$ cat src/rtl/ctl_dict_pkg.sv
package ctl_dict_pkg;

  typedef enum logic [1:0] {
    TR_IDLE   = 2'b00,
    TR_BUSY   = 2'b01,
    TR_NONSEQ = 2'b10,
    TR_SEQ    = 2'b11
  } xfer_kind_e;

  localparam int unsigned DEF_MST_W   = 4;
  localparam int unsigned DEF_PROT_W  = 4;
  localparam int unsigned DEF_SIZE_W  = 3;
  localparam int unsigned DEF_BURST_W = 3;
  localparam int unsigned DEF_DEPTH   = 8;

endpackage

$ cat src/rtl/ctl_xfer_start.sv
module ctl_xfer_start
  import ctl_dict_pkg::*;
#(
  parameter int unsigned MST_W   = DEF_MST_W,
  parameter int unsigned PROT_W  = DEF_PROT_W,
  parameter int unsigned SIZE_W  = DEF_SIZE_W,
  parameter int unsigned BURST_W = DEF_BURST_W,
  localparam int unsigned WORD_W = MST_W + PROT_W + SIZE_W + BURST_W + 1
) (
  input  logic               bus_write,
  input  logic [BURST_W-1:0] bus_burst,
  input  logic [SIZE_W-1:0]  bus_size,
  input  logic [PROT_W-1:0]  bus_prot,
  input  logic [MST_W-1:0]   bus_master,
  input  logic [1:0]         bus_trans,
  input  logic               bus_ready,
  output logic               start,
  output logic [WORD_W-1:0]  word
);

  // Only the accepted first beat of a transfer opens a lookup; burst
  // continuation, idle and busy beats are ignored.
  always_comb begin
    start = (bus_trans == TR_NONSEQ) && bus_ready;
  end

  // Field order is fixed: the decoder on the host side relies on it.
  always_comb begin
    word = {bus_master, bus_prot, bus_size, bus_burst, bus_write};
  end

endmodule

$ cat src/rtl/ctl_cam_dict.sv
module ctl_cam_dict
  import ctl_dict_pkg::*;
#(
  parameter int unsigned WORD_W = 15,
  parameter int unsigned DEPTH  = DEF_DEPTH,
  localparam int unsigned IDX_W = (DEPTH > 1) ? $clog2(DEPTH) : 1
) (
  input  logic              clk,
  input  logic              rst_n,
  input  logic              lookup_en,
  input  logic [WORD_W-1:0] key,
  output logic              hit,
  output logic [IDX_W-1:0]  hit_idx,
  output logic [IDX_W-1:0]  wr_ptr
);

  logic [WORD_W-1:0] entry_word [DEPTH];
  logic [DEPTH-1:0]  entry_vld;
  logic [DEPTH-1:0]  match_vec;
  logic              learn;

  assign learn = lookup_en && !hit;

  // Storage and comparators, one set per slot.
  for (genvar g = 0; g < DEPTH; g++) begin : g_slot
    always_ff @(posedge clk or negedge rst_n) begin
      if (!rst_n) begin
        entry_word[g] <= '0;
        entry_vld[g]  <= 1'b0;
      end else if (learn && (wr_ptr == IDX_W'(g))) begin
        entry_word[g] <= key;
        entry_vld[g]  <= 1'b1;
      end
    end

    assign match_vec[g] = entry_vld[g] && (entry_word[g] == key);
  end

  // Priority resolve: scanning downward leaves the lowest matching slot.
  always_comb begin
    hit_idx = '0;
    for (int i = DEPTH - 1; i >= 0; i--) begin
      if (match_vec[i]) hit_idx = IDX_W'(i);
    end
  end

  assign hit = |match_vec;

  // Cyclic replacement pointer; DEPTH is a power of two so it wraps.
  always_ff @(posedge clk or negedge rst_n) begin
    if (!rst_n) begin
      wr_ptr <= '0;
    end else if (learn) begin
      wr_ptr <= wr_ptr + 1'b1;
    end
  end

  AST_NO_DUP_MATCH: assert property (@(posedge clk) disable iff (!rst_n)
    $onehot0(match_vec));

  AST_PTR_STEP_ON_MISS: assert property (@(posedge clk) disable iff (!rst_n)
    (lookup_en && !hit) |=> (wr_ptr == $past(wr_ptr) + 1'b1));

  AST_PTR_HOLD_IDLE: assert property (@(posedge clk) disable iff (!rst_n)
    !lookup_en |=> $stable(wr_ptr));

  AST_DICT_HOLD_IDLE: assert property (@(posedge clk) disable iff (!rst_n)
    !lookup_en |=> $stable(entry_vld));

  AST_LEARNED_HITS: assert property (@(posedge clk) disable iff (!rst_n)
    (lookup_en && !hit) |=> entry_vld[$past(wr_ptr)]);

endmodule

$ cat src/rtl/ctl_token_reg.sv
module ctl_token_reg #(
  parameter int unsigned WORD_W = 15,
  parameter int unsigned IDX_W  = 3
) (
  input  logic              clk,
  input  logic              rst_n,
  input  logic              start,
  input  logic              hit,
  input  logic [IDX_W-1:0]  hit_idx,
  input  logic [IDX_W-1:0]  wr_ptr,
  input  logic [WORD_W-1:0] word,
  output logic              tok_valid,
  output logic              tok_hit,
  output logic [IDX_W-1:0]  tok_index,
  output logic [WORD_W-1:0] tok_literal
);

  always_ff @(posedge clk or negedge rst_n) begin
    if (!rst_n) begin
      tok_valid   <= 1'b0;
      tok_hit     <= 1'b0;
      tok_index   <= '0;
      tok_literal <= '0;
    end else if (start) begin
      tok_valid   <= 1'b1;
      tok_hit     <= hit;
      tok_index   <= hit ? hit_idx : wr_ptr;
      tok_literal <= hit ? '0 : word;
    end else begin
      tok_valid   <= 1'b0;
      tok_hit     <= 1'b0;
      tok_index   <= '0;
      tok_literal <= '0;
    end
  end

  AST_TOKEN_AFTER_START: assert property (@(posedge clk) disable iff (!rst_n)
    start |=> tok_valid);

  AST_NO_TOKEN_WITHOUT_START: assert property (@(posedge clk) disable iff (!rst_n)
    !start |=> !tok_valid);

  AST_QUIET_WHEN_INVALID: assert property (@(posedge clk) disable iff (!rst_n)
    !tok_valid |-> (!tok_hit && (tok_index == '0) && (tok_literal == '0)));

  AST_HIT_NO_LITERAL: assert property (@(posedge clk) disable iff (!rst_n)
    (tok_valid && tok_hit) |-> (tok_literal == '0));

endmodule

$ cat src/rtl/ctl_dict_encoder.sv
module ctl_dict_encoder
  import ctl_dict_pkg::*;
#(
  parameter int unsigned MST_W   = DEF_MST_W,
  parameter int unsigned PROT_W  = DEF_PROT_W,
  parameter int unsigned SIZE_W  = DEF_SIZE_W,
  parameter int unsigned BURST_W = DEF_BURST_W,
  parameter int unsigned DEPTH   = DEF_DEPTH,
  localparam int unsigned WORD_W = MST_W + PROT_W + SIZE_W + BURST_W + 1,
  localparam int unsigned IDX_W  = (DEPTH > 1) ? $clog2(DEPTH) : 1
) (
  input  logic               clk,
  input  logic               rst_n,
  input  logic               bus_write,
  input  logic [BURST_W-1:0] bus_burst,
  input  logic [SIZE_W-1:0]  bus_size,
  input  logic [PROT_W-1:0]  bus_prot,
  input  logic [MST_W-1:0]   bus_master,
  input  logic [1:0]         bus_trans,
  input  logic               bus_ready,
  output logic               tok_valid,
  output logic               tok_hit,
  output logic [IDX_W-1:0]   tok_index,
  output logic [WORD_W-1:0]  tok_literal
);

  logic              start;
  logic [WORD_W-1:0] word;
  logic              hit;
  logic [IDX_W-1:0]  hit_idx;
  logic [IDX_W-1:0]  wr_ptr;

  ctl_xfer_start #(
    .MST_W  (MST_W),
    .PROT_W (PROT_W),
    .SIZE_W (SIZE_W),
    .BURST_W(BURST_W)
  ) u_start (
    .bus_write (bus_write),
    .bus_burst (bus_burst),
    .bus_size  (bus_size),
    .bus_prot  (bus_prot),
    .bus_master(bus_master),
    .bus_trans (bus_trans),
    .bus_ready (bus_ready),
    .start     (start),
    .word      (word)
  );

  ctl_cam_dict #(
    .WORD_W(WORD_W),
    .DEPTH (DEPTH)
  ) u_cam (
    .clk      (clk),
    .rst_n    (rst_n),
    .lookup_en(start),
    .key      (word),
    .hit      (hit),
    .hit_idx  (hit_idx),
    .wr_ptr   (wr_ptr)
  );

  ctl_token_reg #(
    .WORD_W(WORD_W),
    .IDX_W (IDX_W)
  ) u_tok (
    .clk        (clk),
    .rst_n      (rst_n),
    .start      (start),
    .hit        (hit),
    .hit_idx    (hit_idx),
    .wr_ptr     (wr_ptr),
    .word       (word),
    .tok_valid  (tok_valid),
    .tok_hit    (tok_hit),
    .tok_index  (tok_index),
    .tok_literal(tok_literal)
  );

  AST_TOKEN_HAS_CAUSE: assert property (@(posedge clk) disable iff (!rst_n)
    tok_valid |-> $past(bus_ready && (bus_trans == TR_NONSEQ)));

  AST_MISS_CARRIES_WORD: assert property (@(posedge clk) disable iff (!rst_n)
    (tok_valid && !tok_hit) |->
      (tok_literal == $past({bus_master, bus_prot, bus_size, bus_burst, bus_write})));

endmodule

$ cat config.mk
export PLATFORM = sky130hd
export DESIGN_NAME = ctl_dict_encoder
export DESIGN_NICKNAME = d
export VERILOG_FILES = /design/src/rtl/ctl_dict_pkg.sv /design/src/rtl/ctl_xfer_start.sv /design/src/rtl/ctl_cam_dict.sv /design/src/rtl/ctl_token_reg.sv /design/src/rtl/ctl_dict_encoder.sv
export SDC_FILE = /design/constraint.sdc
export NUM_CORES = 1
export LEC_CHECK = 0
export BUFFER_PORTS_ARGS = -buffer_cell sky130_fd_sc_hd__buf_2
export CAP_MARGIN = 10
export CORE_MARGIN = 1.5
export CORE_UTILIZATION = 27
export DETAILED_ROUTE_END_ITERATION = 10
export PLACE_DENSITY = 0.5
export SLEW_MARGIN = 20
export SYNTH_ARGS = -nofsm -noshare
export SYNTH_HDL_FRONTEND = slang
export SYNTH_SLANG_ARGS = --single-unit
$ cat constraint.sdc
create_clock -name clk -period 5.4 [get_ports clk]
set_input_delay 1.08 -clock clk [delete_from_list [all_inputs] [get_ports clk]]
set_output_delay 1.08 -clock clk [all_outputs]
set_load 0.1 [all_outputs]
==> flow_summary.json <==
{
  "via_per_inst": 4.367,
  "comb_power_share_pct": 27.9,
  "drt_iter0_markers": 200,
  "clk_latency_ns": 0.43,
  "cts.sinks": 151,
  "yosysTopAreaCell": "dfrtp_1",
  "dp_hpwl_um": 11480,
  "setup_tns_ns": 0,
  "avgSynthCellArea_um2": 13.82,
  "die_h_um": 172.8,
  "synth_cells": 563,
  "relSlewSlack_pct": 38.05,
  "crit_slowest_cell": "nor4_4",
  "synthDistinctLibCells": 34,
  "setup_violations": 0,
  "clkTransAtPathRegs_ns": 0.06,
  "fin_crit_ns": 3.475,
  "pwr_density_cell_mw_per_mm2": 485.9,
  "synthTopCellsByCount": "dfrtp_1 (151), xnor2_1 (121), mux2_4 (63), mux2_2 (55), nand4_1 (32)",
  "h-tree-depth": 4,
  "worst_pin_slew_ns": 0.9292,
  "grt_setup_unrepaired": "false",
  "yosysSeqAreaShare_pct": 48.55,
  "row_count": 61,
  "grt_pass1_vias": 4759,
  "ys.flop_type": "dfrtp_1",
  "antenna_found_initial": 0,
  "hold_viol": 0,
  "yosysMostFrequentCell": "dfrtp_1",
  "grt_util_all_layers_pct": 12.60,
  "crit_path_max_incr_delay_ns": 0.68,
  "clkPwrFrac_pct": 28.5,
  "area_delta_synth_final_pct": 11.50,
  "fin_ws_ns": 1.925,
  "ir_worst_vdd_mv": 0.2159,
  "start_util_pct": 27.71,
  "p_int_w": 0.002969,
  "status": "complete, no violations",
  "synthArstFlopShare_pct": 100.0,
  "gp_congestion": 0.7254,
  "cp_max_fo": 18,
  "dieArea_mm2": 0.02985,
  "cts-resized-gates": 0,
  "drc": 0,
  "ys_seq_elements": 151,
  "maxSlewViolCount": 0,
  "cts_hold_buf": 0,
  "pwr-share-seq_pct": 43.6,
  "synth_nets": 589,
  "p_sw_share_pct": 29.59,
  "wl_per_cell_um": 17.96,
  "firstDrtPassIters": 4,
  "critPathRequiredTime_ns": 5.71,
  "crit_arrival_ns": 3.79,
  "synth_edf_count": 0,
  "clock-root-buffer": "clkbuf_16",
  "hp-class": "flip-flop to flip-flop",
  "synth_top_area_share_pct": 48.55,
  "crit_chain": "buf_2 > xnor2_1 > nand4_1 > nor4_2 > nor4_4 > buf_6 > nand3_2 > mux2_2",
  "fmax_mhz": 287.8,
  "final_nets": 610,
  "cts_tree": "done",
  "drtAntennaViolNets": 0,
  "core_area_mm2": 0.02809,
  "cts_setup_buffers": 0,
  "ios": 40,
  "yosys_warnings": 0,
  "fin_crit_sh_pct": 64.36,
  "cellLeakagePower_nw": 3.887,
  "clock_skew_ns": 0.01608,
  "drive_above_1_share_pct": 35.34,
  "synthTopCellsByArea": "dfrtp_1 (49%), xnor2_1 (14%), mux2_4 (12%)",
  "grt_pass1_wl_um": 28600,
  "end_kind": "flip-flop",
  "grt_overflow_total": 0,
  "cts_buffers": 17,
  "drv_cap": 0,
  "ctsLongestPathBuffers": 2,
  "dpl_worst_slack_ns": 1.048,
  "grt_max_degree": 112,
  "start_kind": "primary input",
  "portBuffers": 39,
  "syn_area_mm2": 0.007782,
  "num_vias": 4258,
  "wirelength_um": 17510,
  "p_switching_w": 0.001248,
  "die_w_um": 172.8,
  "worstSetupPathType": "primary input to flip-flop",
  "antennaDiodeCount": 0
}
[cell usage in the layout, fill, tap and decap left out, drive strengths merged, types with 3 or more instances in the layout]
master,synthesis,routed
nor4,9,9
nor2,20,20
a21oi,3,3
clkbuf,0,21
inv,19,23
dfrtp,151,151
nand2b,8,8
mux2,121,121
or4,4,4
ha,6,6
clkinv,0,4
xnor2,121,121
nor2b,3,3
buf,42,43
nand4,40,40
and2,3,3
[registers in the layout, indices dropped and copies added, names as in the netlist]
signal             flops
u_cam.entry_word     120
u_tok.tok_literal     15
u_cam.entry_vld        8
u_cam.wr_ptr           3
u_tok.tok_index        3
u_tok.tok_hit          1
u_tok.tok_valid        1
[final cells by class]
cell class / count / area (µm²)
sequential: 151 / 3779
fill: 2854 / 19410
multi-input combinational: 351 / 3521
clock buffer: 20 / 446.7
timing repair buffer: 44 / 245.2
tap: 378 / 473.0
clock inverter: 12 / 141.4
inverter: 19 / 71.32
[worst max-delay path: cells and delay by family]
kind          cells  cell delay [ns]
xor+xnor          1             0.14
mux               1             0.44
buf+inv           2             0.66
simple gates      4             1.44
[power by group through the flow]
stage | Clock [W] | Combinational (W) | Sequential [W]
final | 0.00120 | 0.00118 | 0.00184
after detailed placement | 0 | 0.00119 | 0.00185
after floorplan | 0 | 0.000983 | 0.00182
after global routing | 0.00128 | 0.00129 | 0.00189
after global placement | 0 | 0.00116 | 0.00183
after CTS | 0.00123 | 0.00120 | 0.00184
[final timing paths]
kind	startpoint	to	slack, ns	cells past startpoint
worst min register to register	u_cam.entry_vld[3]$_DFFE_PN0P_	u_cam.entry_vld[3]$_DFFE_PN0P_	0.47	1
worst min-delay path	u_cam.entry_vld[3]$_DFFE_PN0P_	u_cam.entry_vld[3]$_DFFE_PN0P_	0.47	1
max in group asynchronous	rst_n	u_cam.entry_word[49]$_DFFE_PN0P_	3.43	2
worst max-delay path	bus_master[1]	u_cam.wr_ptr[1]$_DFFE_PN0P_	1.92	8
worst max register to register	u_cam.entry_word[57]$_DFFE_PN0P_	u_cam.wr_ptr[1]$_DFFE_PN0P_	2.63	7
min in group asynchronous	rst_n	u_tok.tok_literal[9]$_DFF_PN0_	0.77	1
[stage by stage]
stage | util (%) | power (W) | instance area, µm² | hold slack, ns | cells
final | 30.89 | 0.004216 | 8677 | 0.4665 | 975
after global routing | 30.89 | 0.004466 | 8677 | 0.4965 | 975
after CTS | 30.84 | 0.004263 | 8663 | 0.4703 | 974
after detailed placement | 28.75 | 0.003040 | 8075 | 0.4557 | 942
after global placement | 28.75 | 0.002995 | 8075 | 0.4490 | 942
after floorplan | - | 0.002801 | 7782 | 0.4343 | 563
[cells by family (layout without fill, tap and decap cells)]
logic type / count (synthesis) / in the layout / synth area share, %
mux: 122 / 122 / 20.68
buf+inv: 61 / 95 / 6.270
compound gates: 7 / 7 / 0.6109
simple gates: 95 / 95 / 9.309
fa+ha+maj: 6 / 6 / 0.9646
flops: 151 / 151 / 48.55
xor+xnor: 121 / 121 / 13.62
[per-layer routing]
layer / part of all wire, % / GRT usage (%) / up-vias / routed length, µm
met2: 48 / 20.13 / 55 / 8369
met4: 1.9 / 5.109 / 0 / 340
met3: 3.2 / 2.529 / 16 / 558
met1: 47 / 16.70 / 2234 / 8240
li1: - / - / 1953 / -
met5: 0 / 0 / - / 0
(Power assumes the default switching activity.)
